$ cat src/rtl/psw_spbank_pkg.sv
package psw_spbank_pkg;

    localparam int SR_W   = 16;
    localparam int FC_W   = 3;
    localparam int NSLOT  = 3;
    localparam int SEL_W  = 2;

    localparam int BIT_S  = 13;
    localparam int BIT_M  = 12;

    localparam logic [SR_W-1:0] MASK_BASIC = 16'hA71F;
    localparam logic [SR_W-1:0] MASK_EXT   = 16'hF71F;
    localparam logic [SR_W-1:0] SR_RESET   = 16'h2000;

    typedef enum logic [SEL_W-1:0] {
        SLOT_USR = 2'd0,
        SLOT_INT = 2'd1,
        SLOT_MST = 2'd2,
        SLOT_NONE = 2'd3
    } slot_e;

    typedef struct packed {
        logic       s;
        logic       m;
    } priv_t;

    function automatic logic [SR_W-1:0] wr_mask(input logic ext);
        return ext ? MASK_EXT : MASK_BASIC;
    endfunction

    function automatic priv_t priv_of(input logic [SR_W-1:0] sr);
        priv_t p;
        p.s = sr[BIT_S];
        p.m = sr[BIT_M];
        return p;
    endfunction

    function automatic slot_e slot_of(input logic [SR_W-1:0] sr);
        priv_t p;
        p = priv_of(sr);
        if (!p.s)
            return SLOT_USR;
        else if (p.m)
            return SLOT_MST;
        else
            return SLOT_INT;
    endfunction

endpackage

$ cat src/rtl/psw_status.sv
module psw_status
    import psw_spbank_pkg::*;
(
    input  logic            clk,
    input  logic            rst,
    input  logic            model_ext,
    input  logic            sr_we,
    input  logic [SR_W-1:0] sr_wdata,
    output logic [SR_W-1:0] sr_q,
    output slot_e           cur_slot,
    output slot_e           nxt_slot
);

    logic [SR_W-1:0] sr_r;
    logic [SR_W-1:0] sr_masked;

    always_comb begin
        sr_masked = sr_wdata & wr_mask(model_ext);
        cur_slot  = slot_of(sr_r);
        nxt_slot  = sr_we ? slot_of(sr_masked) : slot_of(sr_r);
    end

    always_ff @(posedge clk) begin
        if (rst)
            sr_r <= SR_RESET;
        else if (sr_we)
            sr_r <= sr_masked;
    end

    assign sr_q = sr_r;

    p_basic_mask_r2: assert property (@(posedge clk) disable iff (rst)
        (sr_we && !model_ext) |=> ((sr_q & ~MASK_BASIC) == '0));

    p_ext_mask_r3: assert property (@(posedge clk) disable iff (rst)
        (sr_we && model_ext) |=> (sr_q == ($past(sr_wdata) & MASK_EXT)));

    p_sr_hold_r1: assert property (@(posedge clk) disable iff (rst)
        !sr_we |=> $stable(sr_q));

endmodule

$ cat src/rtl/psw_sp_bank.sv
module psw_sp_bank
    import psw_spbank_pkg::*;
#(
    parameter int DW = 32
)(
    input  logic          clk,
    input  logic          rst,
    input  slot_e         cur_slot,
    input  slot_e         nxt_slot,
    input  logic          sp_we,
    input  logic [DW-1:0] sp_wdata,
    output logic [DW-1:0] sp_q,
    input  logic [SEL_W-1:0] bank_sel,
    input  logic          bank_we,
    input  logic [DW-1:0] bank_wdata,
    output logic [DW-1:0] bank_rdata
);

    logic [DW-1:0] live_r;
    logic [DW-1:0] live_mid;
    logic [DW-1:0] live_nx;
    logic [DW-1:0] slot_r   [NSLOT];
    logic [DW-1:0] slot_mid [NSLOT];
    logic [DW-1:0] slot_nx  [NSLOT];
    logic          sel_ok;
    logic          sel_live;
    logic          swap;

    always_comb begin
        sel_ok   = (bank_sel < SEL_W'(NSLOT));
        sel_live = sel_ok && (bank_sel == cur_slot);
        swap     = (nxt_slot != cur_slot);

        // direct write, then architectural write on top of it
        live_mid = live_r;
        if (bank_we && sel_live)
            live_mid = bank_wdata;
        if (sp_we)
            live_mid = sp_wdata;
    end

    genvar gi;
    generate
        for (gi = 0; gi < NSLOT; gi++) begin : g_slot
            always_comb begin
                slot_mid[gi] = slot_r[gi];
                if (bank_we && sel_ok && !sel_live && (bank_sel == SEL_W'(gi)))
                    slot_mid[gi] = bank_wdata;
                slot_nx[gi] = slot_mid[gi];
                if (swap && (cur_slot == slot_e'(gi)))
                    slot_nx[gi] = live_mid;
            end

            always_ff @(posedge clk) begin
                if (rst)
                    slot_r[gi] <= '0;
                else
                    slot_r[gi] <= slot_nx[gi];
            end
        end
    endgenerate

    always_comb begin
        live_nx = live_mid;
        if (swap && (nxt_slot != SLOT_NONE))
            live_nx = slot_mid[nxt_slot];
    end

    always_ff @(posedge clk) begin
        if (rst)
            live_r <= '0;
        else
            live_r <= live_nx;
    end

    always_comb begin
        if (sel_live)
            bank_rdata = live_r;
        else if (sel_ok)
            bank_rdata = slot_r[bank_sel];
        else
            bank_rdata = '0;
    end

    assign sp_q = live_r;

    p_swap_load_r5: assert property (@(posedge clk) disable iff (rst)
        (cur_slot != nxt_slot && !sp_we && !bank_we) |=> (sp_q == $past(slot_r[nxt_slot])));

    p_swap_save_r5: assert property (@(posedge clk) disable iff (rst)
        (cur_slot != nxt_slot && !bank_we) |=> (slot_r[$past(cur_slot)] == $past(live_mid)));

    p_live_hold_r7: assert property (@(posedge clk) disable iff (rst)
        (cur_slot == nxt_slot && !sp_we && !(bank_we && bank_sel == cur_slot)) |=> $stable(sp_q));

    p_sp_wins_r8: assert property (@(posedge clk) disable iff (rst)
        (sp_we && cur_slot == nxt_slot) |=> (sp_q == $past(sp_wdata)));

    p_sel3_nowrite_r10: assert property (@(posedge clk) disable iff (rst)
        (bank_we && bank_sel == SLOT_NONE && !sp_we && cur_slot == nxt_slot)
            |=> ($stable(sp_q) && $stable(slot_r[0]) && $stable(slot_r[1]) && $stable(slot_r[2])));

endmodule

$ cat src/rtl/psw_fc_regs.sv
module psw_fc_regs
    import psw_spbank_pkg::*;
#(
    parameter int DW  = 32,
    parameter int NFC = 2
)(
    input  logic            clk,
    input  logic            rst,
    input  logic [NFC-1:0]  we,
    input  logic [DW-1:0]   wdata,
    output logic [FC_W-1:0] q [NFC]
);

    genvar gi;
    generate
        for (gi = 0; gi < NFC; gi++) begin : g_fc
            logic [FC_W-1:0] fc_r;
            always_ff @(posedge clk) begin
                if (rst)
                    fc_r <= '0;
                else if (we[gi])
                    fc_r <= wdata[FC_W-1:0];
            end
            assign q[gi] = fc_r;

            p_fc_low_r9: assert property (@(posedge clk) disable iff (rst)
                we[gi] |=> (q[gi] == $past(wdata[FC_W-1:0])));

            p_fc_hold_r9: assert property (@(posedge clk) disable iff (rst)
                !we[gi] |=> $stable(q[gi]));
        end
    endgenerate

endmodule

$ cat src/rtl/psw_spbank.sv
module psw_spbank
    import psw_spbank_pkg::*;
#(
    parameter int DW = 32
)(
    input  logic            clk,
    input  logic            rst,
    input  logic            model_ext,
    input  logic            sr_we,
    input  logic [SR_W-1:0] sr_wdata,
    output logic [SR_W-1:0] sr_q,
    input  logic            sp_we,
    input  logic [DW-1:0]   sp_wdata,
    output logic [DW-1:0]   sp_q,
    input  logic [SEL_W-1:0] bank_sel,
    input  logic            bank_we,
    input  logic [DW-1:0]   bank_wdata,
    output logic [DW-1:0]   bank_rdata,
    input  logic            fcs_we,
    input  logic            fcd_we,
    input  logic [DW-1:0]   fc_wdata,
    output logic [FC_W-1:0] fcs_q,
    output logic [FC_W-1:0] fcd_q
);

    slot_e           cur_slot;
    slot_e           nxt_slot;
    logic [FC_W-1:0] fc_q [2];

    psw_status u_status (
        .clk      (clk),
        .rst      (rst),
        .model_ext(model_ext),
        .sr_we    (sr_we),
        .sr_wdata (sr_wdata),
        .sr_q     (sr_q),
        .cur_slot (cur_slot),
        .nxt_slot (nxt_slot)
    );

    psw_sp_bank #(.DW(DW)) u_bank (
        .clk       (clk),
        .rst       (rst),
        .cur_slot  (cur_slot),
        .nxt_slot  (nxt_slot),
        .sp_we     (sp_we),
        .sp_wdata  (sp_wdata),
        .sp_q      (sp_q),
        .bank_sel  (bank_sel),
        .bank_we   (bank_we),
        .bank_wdata(bank_wdata),
        .bank_rdata(bank_rdata)
    );

    psw_fc_regs #(.DW(DW), .NFC(2)) u_fc (
        .clk  (clk),
        .rst  (rst),
        .we   ({fcd_we, fcs_we}),
        .wdata(fc_wdata),
        .q    (fc_q)
    );

    assign fcs_q = fc_q[0];
    assign fcd_q = fc_q[1];

    p_never_none_r4: assert property (@(posedge clk) disable iff (rst)
        cur_slot != SLOT_NONE);

endmodule

$ cat config.mk
export PLATFORM = sky130hd
export DESIGN_NAME = psw_spbank
export DESIGN_NICKNAME = d
export VERILOG_FILES = /design/src/rtl/psw_spbank_pkg.sv /design/src/rtl/psw_status.sv /design/src/rtl/psw_sp_bank.sv /design/src/rtl/psw_fc_regs.sv /design/src/rtl/psw_spbank.sv
export SDC_FILE = /design/constraint.sdc
export NUM_CORES = 1
export LEC_CHECK = 0
export BUFFER_PORTS_ARGS = -buffer_cell sky130_fd_sc_hd__buf_2
export CAP_MARGIN = 10
export CORE_MARGIN = 10
export CORE_UTILIZATION = 52
export CTS_BUF_LIST = sky130_fd_sc_hd__clkbuf_4 sky130_fd_sc_hd__clkbuf_8 sky130_fd_sc_hd__clkbuf_16
export DETAILED_ROUTE_END_ITERATION = 6
export PLACE_DENSITY = 0.88
export SLEW_MARGIN = 30
export SYNTH_ARGS = -nofsm -noshare
export SYNTH_HDL_FRONTEND = slang
export SYNTH_SLANG_ARGS = --single-unit
export TNS_END_PERCENT = 1
$ cat constraint.sdc
create_clock -name clk -period 4 [get_ports clk]
set_input_delay 0.8 -clock clk [delete_from_list [all_inputs] [get_ports clk]]
set_output_delay 0.8 -clock clk [all_outputs]
set_load 0.05 [all_outputs]
==> results of run 1 <==
[routing by layer]
metal | track usage, % | part of all wire, % | wire (µm) | vias up
met3 | 6.66 | 11 | 3150 | 95
met1 | 29.1 | 39 | 10800 | 4038
met2 | 41.2 | 47 | 13100 | 560
li1 | - | - | - | 3948
met4 | 11.2 | 3.4 | 942 | 2
met5 | 0 | 0.046 | 13 | -
[registers in the layout, summed over array words and instances (netlist names)]
register        count
u_bank.slot_r      96
u_status.sr_q      12
u_fc.g_fc.fc_r      6
u_bank.sp_q        32
[synthesized netlist by cell type (4+ instances only)]
master,instances,share of area (%)
nor2_1,148,6.6
dfxtp_1,146,35
a21oi_1,138,8.2
clkbuf_1,67,3.0
o21ai_0,64,3.8
a211oi_1,61,5.5
mux2i_1,48,5.7
mux2_2,42,5.6
nand2_1,35,1.6
o221ai_1,33,3.4
a22oi_1,32,2.9
a32o_1,31,3.7
o21a_1,31,2.8
buf_2,25,1.5
a21oi_2,22,2.3
mux2_1,22,3.0
buf_4,8,0.72
buf_1,6,0.27
buf_6,5,0.67
nand2b_1,4,0.30
[final timing paths]
kind                                     endpoint  slack [ns]  depth (start not counted)
worst max-delay path               bank_rdata[10]        0.72                          6
worst max register to register     u_bank.sp_q[8]        1.36                          5
worst min register to register  u_status.sr_q[14]        0.49                          2
worst min-delay path            u_status.sr_q[14]        0.49                          2
[tightest hold or removal path: stages, from the launching register on]
cell      delay, ns
dfxtp_1        0.32
nand2b_1       0.06
a21oi_1        0.06
[area by class of cell]
cell class	count	area (µm²)	share of cell area, %
Timing Repair Buffer	199	1100	11.1
Tap cell	216	270	2.72
Inverter	1	3.75	0.0378
Clock inverter	10	134	1.35
Sequential cell	146	2920	29.4
Multi-Input combinational cell	746	5040	50.7
Antenna cell	1	2.50	0.0252
Clock buffer	22	469	4.72
[cell families (layout without fill, tap and decap cells)]
family                 after synthesis  count (layout)  share of synthesized area, %
multiplexers                       113             113                          14.5
other                                1               5                        0.0447
buffers and inverters              112             232                          6.19
AND/OR/NAND/NOR                    206             206                          10.3
flip-flops                         146             146                          34.9
AO/OA/AOI/OAI                      423             423                          34.2
[through the flow]
step	power [mW]	utilization [%]	area, µm²
after global routing	4.79	62.8	9940
after detailed placement	2.99	59.0	9340
final	4.61	62.8	9940
after floorplan	2.64	-	8400
after CTS	4.61	62.8	9940
after global placement	2.95	58.8	9310
[report_power, final]
group	switching (mW)	leakage [nW]	internal [mW]
Combinational	0.881	2.55	0.395
Clock	0.617	0.298	1.02
Sequential	0.102	1.21	1.60
Total	1.60	4.06	3.01
==> flow_metrics.env, run 1 <==
export IMPL_outcome="completed"
export IMPL_yosysSeqAreaShare_pct=34.9
export IMPL_worst_path_dominant_cell_family="buffers and inverters"
export IMPL_area_delta_synth_final_pct=18.6
export IMPL_core_area_mm2=0.0158
export IMPL_crit_top_cell="buf_2"
export IMPL_min_path_type="flip-flop to flip-flop"
export IMPL_yosysWarnings=0
export IMPL_ys_ff_latch=146
export IMPL_synthArstFlopShare_pct=0
export IMPL_final_cell_mix="169 x buf_2, 146 x nor2_1, 146 x dfxtp_1"
export IMPL_fin_cells=1341
export IMPL_routed_wl_mm=28.0
export IMPL_wl_per_cell_um=20.9
export IMPL_cpMaxStageDelayCell="nor2b_4"
export IMPL_drtIter0Drc=897
export IMPL_leakage_nw=4.06
export IMPL_crit_path_max_incr_delay_ns=0.55
export IMPL_drive_gt1_share_pct=28.3
export IMPL_synth_area_mm2=0.00838
export IMPL_drv_cap=0
export IMPL_clkSlewWorstSetupHoldPaths_ns=0.06
export IMPL_place_congestion=0.877
export IMPL_tns_ns=0
export IMPL_antenna_found_initial=2
export IMPL_cts_sinks=146
export IMPL_die_h_um=147
export IMPL_finalHoldViolations=0
export IMPL_timing_final_crit_share_pct=81.9
export IMPL_rsz0062_at_grt="false"
export IMPL_setup_viol=0
export IMPL_crit_path_start_kind="input port"
export IMPL_skew_ns=0.00778
export IMPL_peakVddDrop_mv=0.294
export IMPL_crit_path_start="bank_sel[0]"
export IMPL_cts_buffers=17
export IMPL_cp_max_fo=15
export IMPL_die_area_mm2=0.0216
export IMPL_postSynthAreaPerCell_um2=8.38
export IMPL_cts_setup_buffers=0
export IMPL_clk_insertion_delay_late_ns=0.43
export IMPL_postCtsHoldBufs=0
export IMPL_grt_start_max_net_pins=82
export IMPL_cts_resized=0
export IMPL_synth_cells=1001
export IMPL_endpoint_kind="output port"
export IMPL_die_w_um=147
export IMPL_clk_path_buf_depth=2
export IMPL_whs_ns=0.488
export IMPL_maxSlewViolCount=0
export IMPL_grt_pass1_wl_mm=44.1
export IMPL_cts_tree="built"
export IMPL_ant_nets=0
export IMPL_max_slew_worst_pin_slew_ns=0.974
export IMPL_dr_pass1_iters=6
export IMPL_path_class="input port to output port"
export IMPL_synth_ff_type="dfxtp_1"
export IMPL_rows=46
export IMPL_min_from="u_status.sr_q[14]"
export IMPL_grt_usage_pct=24.7
export IMPL_dp_cells=1308
export IMPL_place_ws_ns=0.723
export IMPL_crit_chain="buf_2 > nor2b_4 > buf_4 > a21oi_1 > o21ai_0 > buf_2"
export IMPL_fillCellCount=1330
export IMPL_layout_nets=1233
export IMPL_post_drt_via_cell_ratio=6.45
export IMPL_layout_setup_ws_ns=0.723
export IMPL_num_vias=8643
export IMPL_htreeDepth=4
export IMPL_power_density_mw_per_mm2=464
export IMPL_timing_fmax_mhz=305
export IMPL_cp_required_ns=3.20
export IMPL_fin_crit_ns=3.28
export IMPL_hpwlAfterDp_mm=18.1
export IMPL_first_global_vias=8575
export IMPL_final_common_cell="buf_2"
export IMPL_root_buffer="clkbuf_16"
export IMPL_path_buf_inv=3
export IMPL_overflow=0
export IMPL_worstPathArrival_ns=2.48
export IMPL_drc=0
export IMPL_num_io_pins=208
export IMPL_synth_distinct_cells=44
export IMPL_synth_edf_count=0
export IMPL_io_buffers=170
export IMPL_r2r_start="u_status.sr_q[13]"
export IMPL_initial_core_util_pct=53.0
export IMPL_slew_headroom_pct=35.1
Note: power is estimated with default switching activity, not from simulation.
==> inputs of run 2 (changes only) <==
--- a/config.mk
+++ b/config.mk
@@ -8,10 +8,10 @@
 export BUFFER_PORTS_ARGS = -buffer_cell sky130_fd_sc_hd__buf_2
 export CAP_MARGIN = 10
 export CORE_MARGIN = 10
-export CORE_UTILIZATION = 52
+export CORE_UTILIZATION = 49
 export CTS_BUF_LIST = sky130_fd_sc_hd__clkbuf_4 sky130_fd_sc_hd__clkbuf_8 sky130_fd_sc_hd__clkbuf_16
 export DETAILED_ROUTE_END_ITERATION = 6
-export PLACE_DENSITY = 0.88
+export PLACE_DENSITY = 0.87
 export SLEW_MARGIN = 30
 export SYNTH_ARGS = -nofsm -noshare
 export SYNTH_HDL_FRONTEND = slang
==> constraint.sdc (replaced) <==
create_clock -name clk -period 2.7 [get_ports clk]
set_input_delay 0.54 -clock clk [delete_from_list [all_inputs] [get_ports clk]]
set_output_delay 0.54 -clock clk [all_outputs]
set_load 0.05 [all_outputs]
==> run 2 against run 1 <==
Against the previous run:
- wire length up 3.9%
- clock skew is 0.0024 ns lower
- sequential share of layout area fell by 1.0 points
- sequential cell count did not move
- count of clock-buffer cells in the layout rose by 2
==> flow_metrics.env, run 2 (synthesized netlist as in run 1, its figures left out) <==
export IMPL_power_density_mw_per_mm2=707
export IMPL_slew_headroom_pct=35.9
export IMPL_maxSlewViolCount=0
export IMPL_power_switching_share_pct=33.1
export IMPL_antenna_found_initial=2
export IMPL_timing_fmax_mhz=380
export IMPL_core_area_mm2=0.0167
export IMPL_cts_sinks=146
export IMPL_p_int_mw=4.87
export IMPL_top_register="u_bank.slot_r"
export IMPL_r2r_cells=6
export IMPL_layout_nets=1255
export IMPL_max_slew_worst_pin_slew_ns=0.961
export IMPL_drc=0
export IMPL_power_total_mw=7.28
export IMPL_clk_insertion_delay_late_ns=0.43
export IMPL_path_class="flip-flop to output port"
export IMPL_die_w_um=151
export IMPL_cp_required_ns=2.16
export IMPL_p_switching_mw=2.41
export IMPL_power_frac_comb_pct=27.0
export IMPL_outcome="completed"
export IMPL_peakVddDrop_mv=0.498
export IMPL_worstPathArrival_ns=2.09
export IMPL_dp_cells=1334
export IMPL_grt_pass1_wl_mm=44.6
export IMPL_wl_per_cell_um=21.3
export IMPL_power_frac_clock_pct=38.3
export IMPL_largest_register_ffs=96
export IMPL_finalHoldViolations=0
export IMPL_fin_cells=1366
export IMPL_drtIter0Drc=1134
export IMPL_min_path_type="input port to flip-flop"
export IMPL_routed_wl_mm=29.1
export IMPL_rows=47
export IMPL_dr_pass1_iters=6
export IMPL_post_drt_via_cell_ratio=6.48
export IMPL_rsz0062_at_grt="false"
export IMPL_endpoint_kind="output port"
export IMPL_grt_usage_pct=24.3
export IMPL_root_buffer="clkbuf_16"
export IMPL_num_io_pins=208
export IMPL_cp_max_fo=44
export IMPL_io_buffers=170
export IMPL_fin_crit_ns=2.63
export IMPL_cts_setup_buffers=0
export IMPL_p_seq_share_pct=34.6
export IMPL_grt_start_max_net_pins=82
export IMPL_crit_path_start_kind="flip-flop"
export IMPL_timing_final_crit_share_pct=97.5
export IMPL_initial_core_util_pct=50.2
export IMPL_area_delta_synth_final_pct=22.9
export IMPL_overflow=0
export IMPL_drive_gt1_share_pct=29.8
export IMPL_final_cell_mix="160 x buf_2, 146 x nor2_1, 145 x dfxtp_1"
export IMPL_htreeDepth=4
export IMPL_diodes=0
export IMPL_holdPathStages=3
export IMPL_place_congestion=0.856
export IMPL_first_global_vias=8706
export IMPL_cts_tree="built"
export IMPL_die_area_mm2=0.0227
export IMPL_final_common_cell="buf_2"
export IMPL_drv_cap=0
export IMPL_leakage_nw=4.23
export IMPL_cts_buffers=17
export IMPL_hpwlAfterDp_mm=19.2
export IMPL_num_vias=8854
export IMPL_die_h_um=151
export IMPL_skew_ns=0.00535
export IMPL_setup_viol=0
export IMPL_clkSlewWorstSetupHoldPaths_ns=0.06
export IMPL_clk_path_buf_depth=2
export IMPL_ant_nets=0
## run 2: cell count changes in the layout (fill, tap and decap cells not counted), sizes merged
cell,change
buf,+15
clkbuf,+9
clkinv,-4
bufinv,+3
clkinvlp,-1
diode,-1
## run 2: timing repair
item / 4_1_cts / 5_1_grt
cloned: 0 / 0
setup endpoints to repair: 10 / 32
hold buffers: 0 / 0
pin swaps: 0 / 0
gates resized for setup: 4 / 8
## run 2: final cells by class
type | count | area, µm²
clock buffer | 24 | 503
clock inverter | 8 | 196
fill | 1407 | 6400
inverter | 1 | 3.75
multi-input combinational | 746 | 5040
sequential | 146 | 2920
tap | 220 | 275
timing repair buffer | 221 | 1360
## run 2: per-stage QoR
stage / setup WS [ns] / hold slack, ns / cell area [µm²] / TNS (ns) / util (%)
global placement: 0.185 / 0.452 / 9550 / 0 / 57.2
global route: 0.000328 / 0.351 / 10300 / 0 / 61.7
finish: 0.0669 / 0.348 / 10300 / 0 / 61.7
floorplan: -0.124 / 0.586 / 8400 / -1.20 / -
detailed placement: 0.136 / 0.477 / 9570 / 0 / 57.3
CTS: -0.00385 / 0.333 / 10300 / -0.00459 / 61.6
## run 2: worst paths after layout
path	slack (ns)	to	startpoint
max	0.07	bank_rdata[11]	u_status.sr_q[13]
min	0.35	u_status.sr_q[4]	sr_wdata[4]
max reg2reg	0.47	u_bank.slot_r[0][17]	u_status.sr_q[12]
min reg2reg	0.48	u_status.sr_q[14]	u_status.sr_q[14]
## run 2: worst max-delay path, cell delays in order, from the launching register on
cell	delay, ns
dfxtp_2	0.37
or3_4	0.41
o211ai_4	0.17
buf_12	0.26
nand2_1	0.07
o21ai_1	0.07
buf_2	0.28
## run 2: power by group through the flow
stage | clock network (mW) | registers [mW] | logic (mW)
floorplan | 0 | 2.81 | 1.11
global route | 2.89 | 2.54 | 2.09
CTS | 2.81 | 2.51 | 1.94
detailed placement | 0 | 2.56 | 1.92
finish | 2.79 | 2.52 | 1.97
global placement | 0 | 2.54 | 1.88
## run 2: layer usage
layer | vias up | part of all wire [%] | GRT usage (%) | routed length (µm)
li1 | 3988 | - | - | -
met1 | 4143 | 38 | 29.4 | 11200
met2 | 616 | 47 | 40.1 | 13600
met3 | 103 | 12 | 6.47 | 3370
met4 | 4 | 2.9 | 10.3 | 837
met5 | - | 0.093 | 0 | 27
